--- src/rtl/lapic_timer_pkg.sv ---
package lapic_timer_pkg;
  localparam int IDX_LSB = 4;
  localparam int IDX_W   = 8;
  localparam int ADDR_W  = IDX_LSB + IDX_W;
  localparam int SHIFT_W = 3;
  localparam int VEC_W   = 8;
  localparam int DIV_W   = 4;

  localparam logic [IDX_W-1:0] IDX_ENTRY = 8'h32;
  localparam logic [IDX_W-1:0] IDX_INIT  = 8'h38;
  localparam logic [IDX_W-1:0] IDX_CUR   = 8'h39;
  localparam logic [IDX_W-1:0] IDX_DIV   = 8'h3E;

  localparam logic [DIV_W-1:0] DIV_KEEP = 4'hB;
  localparam int ENT_MASK_BIT = 16;
  localparam int ENT_PER_BIT  = 17;
  localparam logic TRIG_EDGE  = 1'b0;

  typedef struct packed {
    logic             periodic;
    logic             masked;
    logic [VEC_W-1:0] vector;
  } entry_t;

  typedef enum logic [2:0] {
    SEL_ENTRY, SEL_INIT, SEL_CUR, SEL_DIV, SEL_BAD
  } sel_e;

  // shift = ({d3,d1,d0} + 1) mod 8
  function automatic logic [SHIFT_W-1:0] div_to_shift(input logic [DIV_W-1:0] d);
    logic [SHIFT_W-1:0] idx;
    idx = {d[3], d[1:0]};
    return idx + SHIFT_W'(1);
  endfunction
endpackage

--- src/rtl/lt_regs.sv ---
module lt_regs
  import lapic_timer_pkg::*;
#(
  parameter int CNT_W = 32
) (
  input  logic               clk_i,
  input  logic               rst_ni,
  input  logic               wr_en_i,
  input  logic               rd_en_i,
  input  logic [ADDR_W-1:0]  addr_i,
  input  logic [CNT_W-1:0]   wdata_i,
  input  logic [CNT_W-1:0]   cur_i,
  output logic [CNT_W-1:0]   rdata_o,
  output logic               addr_err_o,
  output logic               load_o,
  output logic [CNT_W-1:0]   init_o,
  output logic [SHIFT_W-1:0] shift_o,
  output entry_t             entry_o
);
  logic [IDX_W-1:0] idx;
  sel_e             sel;
  logic [CNT_W-1:0] init_q;
  logic [DIV_W-1:0] div_q;
  entry_t           entry_q;
  logic             err_q;

  assign idx = addr_i[ADDR_W-1:IDX_LSB];

  always_comb begin
    unique case (idx)
      IDX_ENTRY: sel = SEL_ENTRY;
      IDX_INIT:  sel = SEL_INIT;
      IDX_CUR:   sel = SEL_CUR;
      IDX_DIV:   sel = SEL_DIV;
      default:   sel = SEL_BAD;
    endcase
  end

  always_ff @(posedge clk_i or negedge rst_ni) begin
    if (!rst_ni) begin
      init_q  <= '0;
      div_q   <= '0;
      entry_q <= '{periodic: 1'b0, masked: 1'b1, vector: '0};
      err_q   <= 1'b0;
    end else begin
      if (wr_en_i) begin
        unique case (sel)
          SEL_ENTRY: entry_q <= '{periodic: wdata_i[ENT_PER_BIT],
                                  masked:   wdata_i[ENT_MASK_BIT],
                                  vector:   wdata_i[VEC_W-1:0]};
          SEL_INIT:  init_q  <= wdata_i;
          SEL_DIV:   div_q   <= wdata_i[DIV_W-1:0] & DIV_KEEP;
          SEL_CUR:   ;  // read-only
          default:   err_q   <= 1'b1;
        endcase
      end
      if (rd_en_i && sel == SEL_BAD) err_q <= 1'b1;
    end
  end

  always_comb begin
    rdata_o = '0;
    unique case (sel)
      SEL_ENTRY: begin
        rdata_o[VEC_W-1:0]   = entry_q.vector;
        rdata_o[ENT_MASK_BIT] = entry_q.masked;
        rdata_o[ENT_PER_BIT]  = entry_q.periodic;
      end
      SEL_INIT: rdata_o = init_q;
      SEL_CUR:  rdata_o = cur_i;
      SEL_DIV:  rdata_o[DIV_W-1:0] = div_q;
      default:  rdata_o = '0;
    endcase
  end

  assign load_o     = wr_en_i && (sel == SEL_INIT);
  assign init_o     = init_q;
  assign shift_o    = div_to_shift(div_q);
  assign entry_o    = entry_q;
  assign addr_err_o = err_q;
endmodule

--- src/rtl/lt_prescaler.sv ---
module lt_prescaler
  import lapic_timer_pkg::*;
#(
  parameter int SH_W = SHIFT_W
) (
  input  logic            clk_i,
  input  logic            rst_ni,
  input  logic            clear_i,
  input  logic [SH_W-1:0] shift_i,
  output logic            tick_o
);
  localparam int PRE_W = (1 << SH_W) - 1;

  logic [PRE_W-1:0] pre_q;
  logic [PRE_W-1:0] low_mask;

  always_comb begin
    for (int i = 0; i < PRE_W; i++) low_mask[i] = (i < int'(shift_i));
  end

  // tick when the low 'shift' bits are all ones: one tick per 2^shift clocks
  assign tick_o = &(pre_q | ~low_mask);

  always_ff @(posedge clk_i or negedge rst_ni) begin
    if (!rst_ni)      pre_q <= '0;
    else if (clear_i) pre_q <= '0;
    else              pre_q <= pre_q + PRE_W'(1);
  end
endmodule

--- src/rtl/lt_counter.sv ---
module lt_counter #(
  parameter int CNT_W = 32
) (
  input  logic             clk_i,
  input  logic             rst_ni,
  input  logic             load_i,
  input  logic [CNT_W-1:0] load_val_i,
  input  logic             tick_i,
  input  logic             periodic_i,
  input  logic [CNT_W-1:0] reload_i,
  output logic [CNT_W-1:0] cur_o,
  output logic             expire_o
);
  logic [CNT_W-1:0] cur_q;
  logic             at_zero;

  assign at_zero  = (cur_q == '0);
  assign expire_o = tick_i && !load_i && (cur_q == CNT_W'(1));

  always_ff @(posedge clk_i or negedge rst_ni) begin
    if (!rst_ni) begin
      cur_q <= '0;
    end else if (load_i) begin
      cur_q <= load_val_i;
    end else if (tick_i) begin
      if (!at_zero)        cur_q <= cur_q - CNT_W'(1);
      else if (periodic_i) cur_q <= reload_i;
    end
  end

  assign cur_o = cur_q;
endmodule

--- src/rtl/lapic_timer.sv ---
module lapic_timer
  import lapic_timer_pkg::*;
#(
  parameter int CNT_W = 32
) (
  input  logic              clk_i,
  input  logic              rst_ni,
  input  logic              wr_en_i,
  input  logic              rd_en_i,
  input  logic [ADDR_W-1:0] addr_i,
  input  logic [CNT_W-1:0]  wdata_i,
  output logic [CNT_W-1:0]  rdata_o,
  output logic              addr_err_o,
  output logic              irq_req_o,
  output logic [VEC_W-1:0]  irq_vec_o,
  output logic              irq_level_o
);
  logic [CNT_W-1:0]   cur_q;
  logic [CNT_W-1:0]   init_val;
  logic [SHIFT_W-1:0] shift;
  entry_t             entry;
  logic               load;
  logic               tick;
  logic               expire;
  logic               entry_masked;
  logic               entry_periodic;
  logic               req_q;
  logic [VEC_W-1:0]   vec_q;

  lt_regs #(.CNT_W(CNT_W)) u_regs (
    .clk_i, .rst_ni, .wr_en_i, .rd_en_i, .addr_i, .wdata_i,
    .cur_i(cur_q), .rdata_o, .addr_err_o,
    .load_o(load), .init_o(init_val), .shift_o(shift), .entry_o(entry)
  );

  lt_prescaler #(.SH_W(SHIFT_W)) u_pre (
    .clk_i, .rst_ni, .clear_i(load), .shift_i(shift), .tick_o(tick)
  );

  assign entry_masked   = entry.masked;
  assign entry_periodic = entry.periodic;

  lt_counter #(.CNT_W(CNT_W)) u_cnt (
    .clk_i, .rst_ni, .load_i(load), .load_val_i(wdata_i), .tick_i(tick),
    .periodic_i(entry_periodic), .reload_i(init_val),
    .cur_o(cur_q), .expire_o(expire)
  );

  always_ff @(posedge clk_i or negedge rst_ni) begin
    if (!rst_ni) begin
      req_q <= 1'b0;
      vec_q <= '0;
    end else begin
      req_q <= expire && !entry_masked;
      if (expire) vec_q <= entry.vector;
    end
  end

  assign irq_req_o   = req_q;
  assign irq_vec_o   = vec_q;
  assign irq_level_o = TRIG_EDGE;
endmodule

--- config.mk ---
export PLATFORM = sky130hd
export DESIGN_NAME = lapic_timer
export DESIGN_NICKNAME = d
export VERILOG_FILES = /design/src/rtl/lapic_timer_pkg.sv /design/src/rtl/lt_regs.sv /design/src/rtl/lt_prescaler.sv /design/src/rtl/lt_counter.sv /design/src/rtl/lapic_timer.sv
export SDC_FILE = /design/constraint.sdc
export NUM_CORES = 1
export LEC_CHECK = 0
export BUFFER_PORTS_ARGS = -buffer_cell sky130_fd_sc_hd__buf_2
export CELL_PAD_IN_SITES_DETAIL_PLACEMENT = 1
export CELL_PAD_IN_SITES_GLOBAL_PLACEMENT = 1
export CORE_ASPECT_RATIO = 1.25
export CORE_UTILIZATION = 39
export CTS_CLUSTER_SIZE = 40
export DETAILED_ROUTE_END_ITERATION = 6
export GPL_TIMING_DRIVEN = 0
export PLACE_DENSITY = 0.81
export SLEW_MARGIN = 10
export SYNTH_ARGS = -nofsm -noshare
export SYNTH_HDL_FRONTEND = slang
export SYNTH_SLANG_ARGS = --single-unit
--- constraint.sdc ---
create_clock -name clk_i -period 2.8 [get_ports clk_i]
set_input_delay 0.42 -clock clk_i [delete_from_list [all_inputs] [get_ports clk_i]]
set_output_delay 0.42 -clock clk_i [all_outputs]
set_load 0.05 [all_outputs]
Word-level counts from Yosys, hierarchy flattened
Index checks and enable logic that the tools add are counted.
- latch bits: 0
- register bits: 94
- bits in read-only memories: 0
- RAM bits: 0
- memories: 0
- output and inout bits: 43
- $mul: 0
- eq/ne operators: 11
- reductions and logical operators: 18
- shift operators: 0
- div/mod/pow operators: 0
- bitwise logic cells: 2
- mux-type cells: 14
- $lt $le $gt $ge: 7
- $add $sub $neg: 3
- operator list (kind ; number):
    32-bit two-way mux ; 4
    32-bit by 1-bit == test with 1-bit output, second input constant ; 1
    8-bit by 6-bit == test with 1-bit output, second input constant ; 4
    32-bit logical NOT ; 1
    32-bit by 1-bit subtractor with 32-bit output, second input constant ; 1
    14-bit case mux with 2 select lines ; 1
    4-bit case mux with 4 select lines ; 1
    8-bit case mux with 2 select lines ; 1
    3-bit case mux with 4 select lines ; 1
    4-bit case mux with 3 select lines ; 1
    2-bit AND reduction ; 5
    3-bit less-than comparator, first input constant ; 3
    7-bit by 1-bit adder with 7-bit output, second input constant ; 1
    7-bit two-way mux ; 1
    7-bit inverter ; 1
    7-bit OR ; 1
    7-bit AND reduction ; 1
    3-bit by 2-bit == test with 1-bit output, second input constant ; 2
    1-bit by 3-bit less-than comparator with 1-bit output, first input constant ; 2
    2-bit by 3-bit less-than comparator with 1-bit output, first input constant ; 2
    2-bit case mux with 3 select lines ; 1
    1-bit logical AND ; 5
    2-bit nonzero test ; 2
    4-bit OR reduction ; 1
    8 further kinds ; 11

Depth between registers and ports, before layout
- word-level depth: 8
- gate-level depth with buffers: 11
- mapped depth without buffers: 9

By module
From an unflattened synthesis, not the netlist that was laid out.
- cell total of the unflattened synthesis: 542
- area total of the unflattened synthesis: 5519.0 µm²
- by module, submodules not included (module ; cells an instance ; area an instance (µm²) ; seq. area each (µm²) ; times used):
    lt_counter ; 300 ; 2451.1 ; 800.8 ; 1
    lt_regs ; 182 ; 2337.2 ; 1152.4 ; 1
    lapic_timer ; 21 ; 374.1 ; 225.2 ; 1
    lt_prescaler ; 39 ; 356.6 ; 175.2 ; 1

Worst setup path after synthesis
Ideal clock, no wire load.
- path kind: in2out
- from: input port addr_i[10]
- to: output port rdata_o[16]
- path buffers: 2
- path slack: -165 ps
- data arrival time: 2545 ps
- stages on the path: 5
- path through: nand4bb_1 > or4b_1 > clkbuf_1 > clkbuf_1 > o21ai_0
- word-level cells in the longest chain between the ends: 4
- elaborated cells between the ends (all ways): 9
- RTL lines (what ; RTL line ; source):
    start, declared ; lapic_timer.sv:10 ; input logic [ADDR_W-1:0] addr_i,
    8-bit by 6-bit == test with 1-bit output ; lt_regs.sv:30 ; unique case (idx)
    3-bit case mux with 4 select lines * ; lt_regs.sv:30 ;
    3-bit by 2-bit == test with 1-bit output (tied with other cells) ; lt_regs.sv:63 ; unique case (sel)
    2-bit case mux with 3 select lines * ; lt_regs.sv:63 ;
    end, declared ; lapic_timer.sv:12 ; output logic [CNT_W-1:0] rdata_o,
Every way passes the cells marked *; elsewhere a longest branch is shown, timed or not.

Worst setup path in the final report
- from: input port addr_i[4]
- to: output port rdata_o[30]
- word-level cells in the longest chain between the ends: 4
- elaborated cells between the ends (all ways): 8
- RTL lines (what ; RTL line):
    8-bit by 6-bit == test with 1-bit output ; lt_regs.sv:30
    3-bit case mux with 4 select lines * ; lt_regs.sv:30
    3-bit by 2-bit == test with 1-bit output / 3-bit by 1-bit == test with 1-bit output (equally long branches) ; lt_regs.sv:63
    14-bit case mux with 2 select lines * ; lt_regs.sv:63
Marks and branches as above.

==> flow_summary.ini <==
[setup_path]
required_ps = 2380
path_class = input pin to output pin
end_kind = output pin
path_cells = clkbuf_1 > buf_1 > mux2i_1 > nor2_1 > buf_2
r2r_cells = 10
cpPeakStageDelay_ps = 820
timing.rr.start = u_cnt.cur_o[10]
regToRegSetupSlack_ps = 110
crit_arrival_ps = 2290
crit_path_end = rdata_o[30]
worstReg2RegEnd = u_cnt.cur_o[5]
worst-path-max-fanout = 10
slowest_stage = buf_1
crit_start = addr_i[4]
cp-start-kind = input pin

[floorplan]
dieArea_um2 = 14400
core_area_um2 = 13400
die_y_um = 134
fp.dieW_um = 108
initial_utilization_pct = 40.6
io_pins = 91
rows = 47

[layout]
diodes = 0
nNetsFinal = 784
final_cell_mix = 125 x nand2_1, 92 x dfrtp_1, 86 x buf_2
syn2layout_area_growth_pct = 22.7
drive_gt1_share_pct = 24.8
final_util_pct = 49.8
mostFrequentLayoutCell = nand2_1

[global_routing]
track_usage_pct = 28.8
grt-ovfl-total = 0
antenna_found_initial = 0
grt_pass1_vias = 5724
grt_pass1_wl_um = 31300
grt_max_degree = 51

[clock_network]
ctsHoldBuffers = 0
cts_tree = built
clk_pin_slew_worst_paths_ps = 70
cts_made_buffers = 9
cts_sinks = 94
clock_latency_ps = 350
htreeDepth = 3
root_buffer = clkbuf_16
clock_path_buffers = 2

[detailed_routing]
drt_iter0_drc = 297
route.detailed.drc = 0
wl_per_cell_um = 21.9
wl_um = 19900
num_vias = 5441
routed_via_density = 5.99
drt_pre_antenna_iters = 5
ant_nets = 0

[timing]
fmax_ghz = 0.369
finalSetupViolations = 0
finalClockSkew_ps = 3.55
period_share_pct = 96.9
grt_setup_unrepaired = yes
relSlewSlack_pct = 29.4
tightest_slew_ps = 1060
post-route-min-period_ps = 2710
hold_viol = 0
drv_slew = 0

[job]
cap_viol_max_count = 0

[pwr]
ir_drop_mv = 0.300
p_per_area_nw_per_um2 = 574
static-leakage-power_nw = 3.19
power.total_mw = 3.83

[worst_hold_path]
hold_class = input pin to async pin

[logic_synthesis]
synth_cells = 624
ys_async_sr_fraction_pct = 100
synth.top_cell.area_share_pct = 42.8
synth_seq_cells = 94
synth_edf_count = 0
ys_seq_area_share_pct = 43.3
yosysUniqueCellTypes = 64
synthFlopType = dfrtp_1
synthTopCellsByArea = dfrtp_1 43%, nand2_1 8.7%, mux2i_1 7.2%, nor2_1 5.2%, mux2_2 4.3%
avgSynthCellArea_um2 = 8.72
syn_nets = 676
yosys.area.top_type = dfrtp_1
syn-cell-area_um2 = 5440
yosysWarnings = 0

[placement]
io_buffers = 84
place_congestion = 0.903
post-dp-hpwl_um = 14000

[run_status]
status = completed
[worst min-delay path by stage]
| stage | slack, ps | end | start | cells after the start |
|---|---|---|---|---|
| final | 110 | u_regs.entry_o[5] | rst_ni | 1 |
| after CTS | 140 | u_regs.init_o[7] | rst_ni | 1 |
| after floorplan | 120 | irq_req_o | rst_ni | 0 |
| after global routing | 170 | u_regs.init_o[7] | rst_ni | 1 |
| after detailed placement | 460 | u_regs.addr_err_o | u_regs.addr_err_o | 1 |
| after global placement | 450 | u_regs.addr_err_o | u_regs.addr_err_o | 1 |
[layer usage]
layer	wire, um	track usage [%]	share of wire, %	up-vias
li1	-	-	-	2435
met1	7870	34.6	40	2708
met2	9800	48.4	49	226
met3	1190	5.10	6.0	72
met4	1040	16.1	5.2	0
met5	0	0	0	-
[Yosys cell counts, types with 4 or more instances]
cell	number
a21o_1	5
a21oi_1	27
a31oi_1	16
buf_1	6
clkbuf_1	26
dfrtp_1	93
ha_1	4
inv_1	9
mux2_2	21
mux2i_1	39
nand2_1	126
nand3_1	16
nor2_1	75
nor3_1	18
nor4_1	9
o211ai_1	7
o21ai_0	29
o31ai_1	4
or3_1	6
or4_1	8
xnor2_1	9
[metrics by stage]
stage          instances  hold slack [ps]  area (um2)  worst slack (ps)  setup TNS (ps)
5_1_grt              908              174        6680             -16.4           -16.4
3_5_place_dp         880              458        6110              -971          -49940
6_report             908              110        6680              87.4               0
2_1_floorplan        624              124        5440              -165           -1320
3_3_place_gp         879              447        6080              -816          -40700
4_1_cts              908              143        6630             -5.47           -5.47
[worst max-delay path, delay by kind of cell]
| kind | cells | cell delay (ps) |
|---|---|---|
| mux | 1 | 200 |
| buf+inv | 3 | 1480 |
| simple gates | 1 | 180 |
[power by group]
part	internal [mW]	switching [mW]	leakage [nW]
clock	0.691	0.546	0.137
combinational	0.364	0.482	1.85
sequential	1.53	0.218	1.20
total	2.59	1.25	3.19
[what timing repair did]
| action | in CTS | in global routing |
|---|---|---|
| setup endpoints to repair | 76 | 95 |
| hold endpoints to repair | 0 | 0 |
| pin swaps | 6 | 3 |
| cloned | 1 | 0 |
| setup buffers | 13 | 2 |
| resized for setup | 32 | 19 |
[cell type report]
cell class | count | area, um2
tap | 171 | 214
sequential | 94 | 2350
inverter | 9 | 33.8
clock buffer | 12 | 236
clock inverter | 4 | 47.5
timing repair buffer | 100 | 597
multi-input combinational | 484 | 3010
fill | 1629 | 6730
buffer | 34 | 183
[logic make-up (layout without fill, tap and decap cells)]
group	count (synthesis)	after routing	share of synthesized area, %
AND/OR/NAND/NOR	289	290	24.8
AO/OA/AOI/OAI	117	117	13.8
flip-flops	94	94	43.3
multiplexers	60	60	11.5
buffers and inverters	47	159	3.75
XOR/XNOR	12	12	1.93
adder cells (fa/ha/maj)	4	4	0.920
other	1	1	0.0689
[sequential cells by signal (all words and copies together), names as in the netlist]
register / flops
irq_vec_o: 8
u_regs.div_q: 3
irq_req_o: 1
u_regs.init_o: 32
u_cnt.cur_o: 32
u_regs.addr_err_o: 1
u_pre.pre_q: 7
u_regs.entry_o: 10
Note: power is estimated with default switching activity, not from simulation.
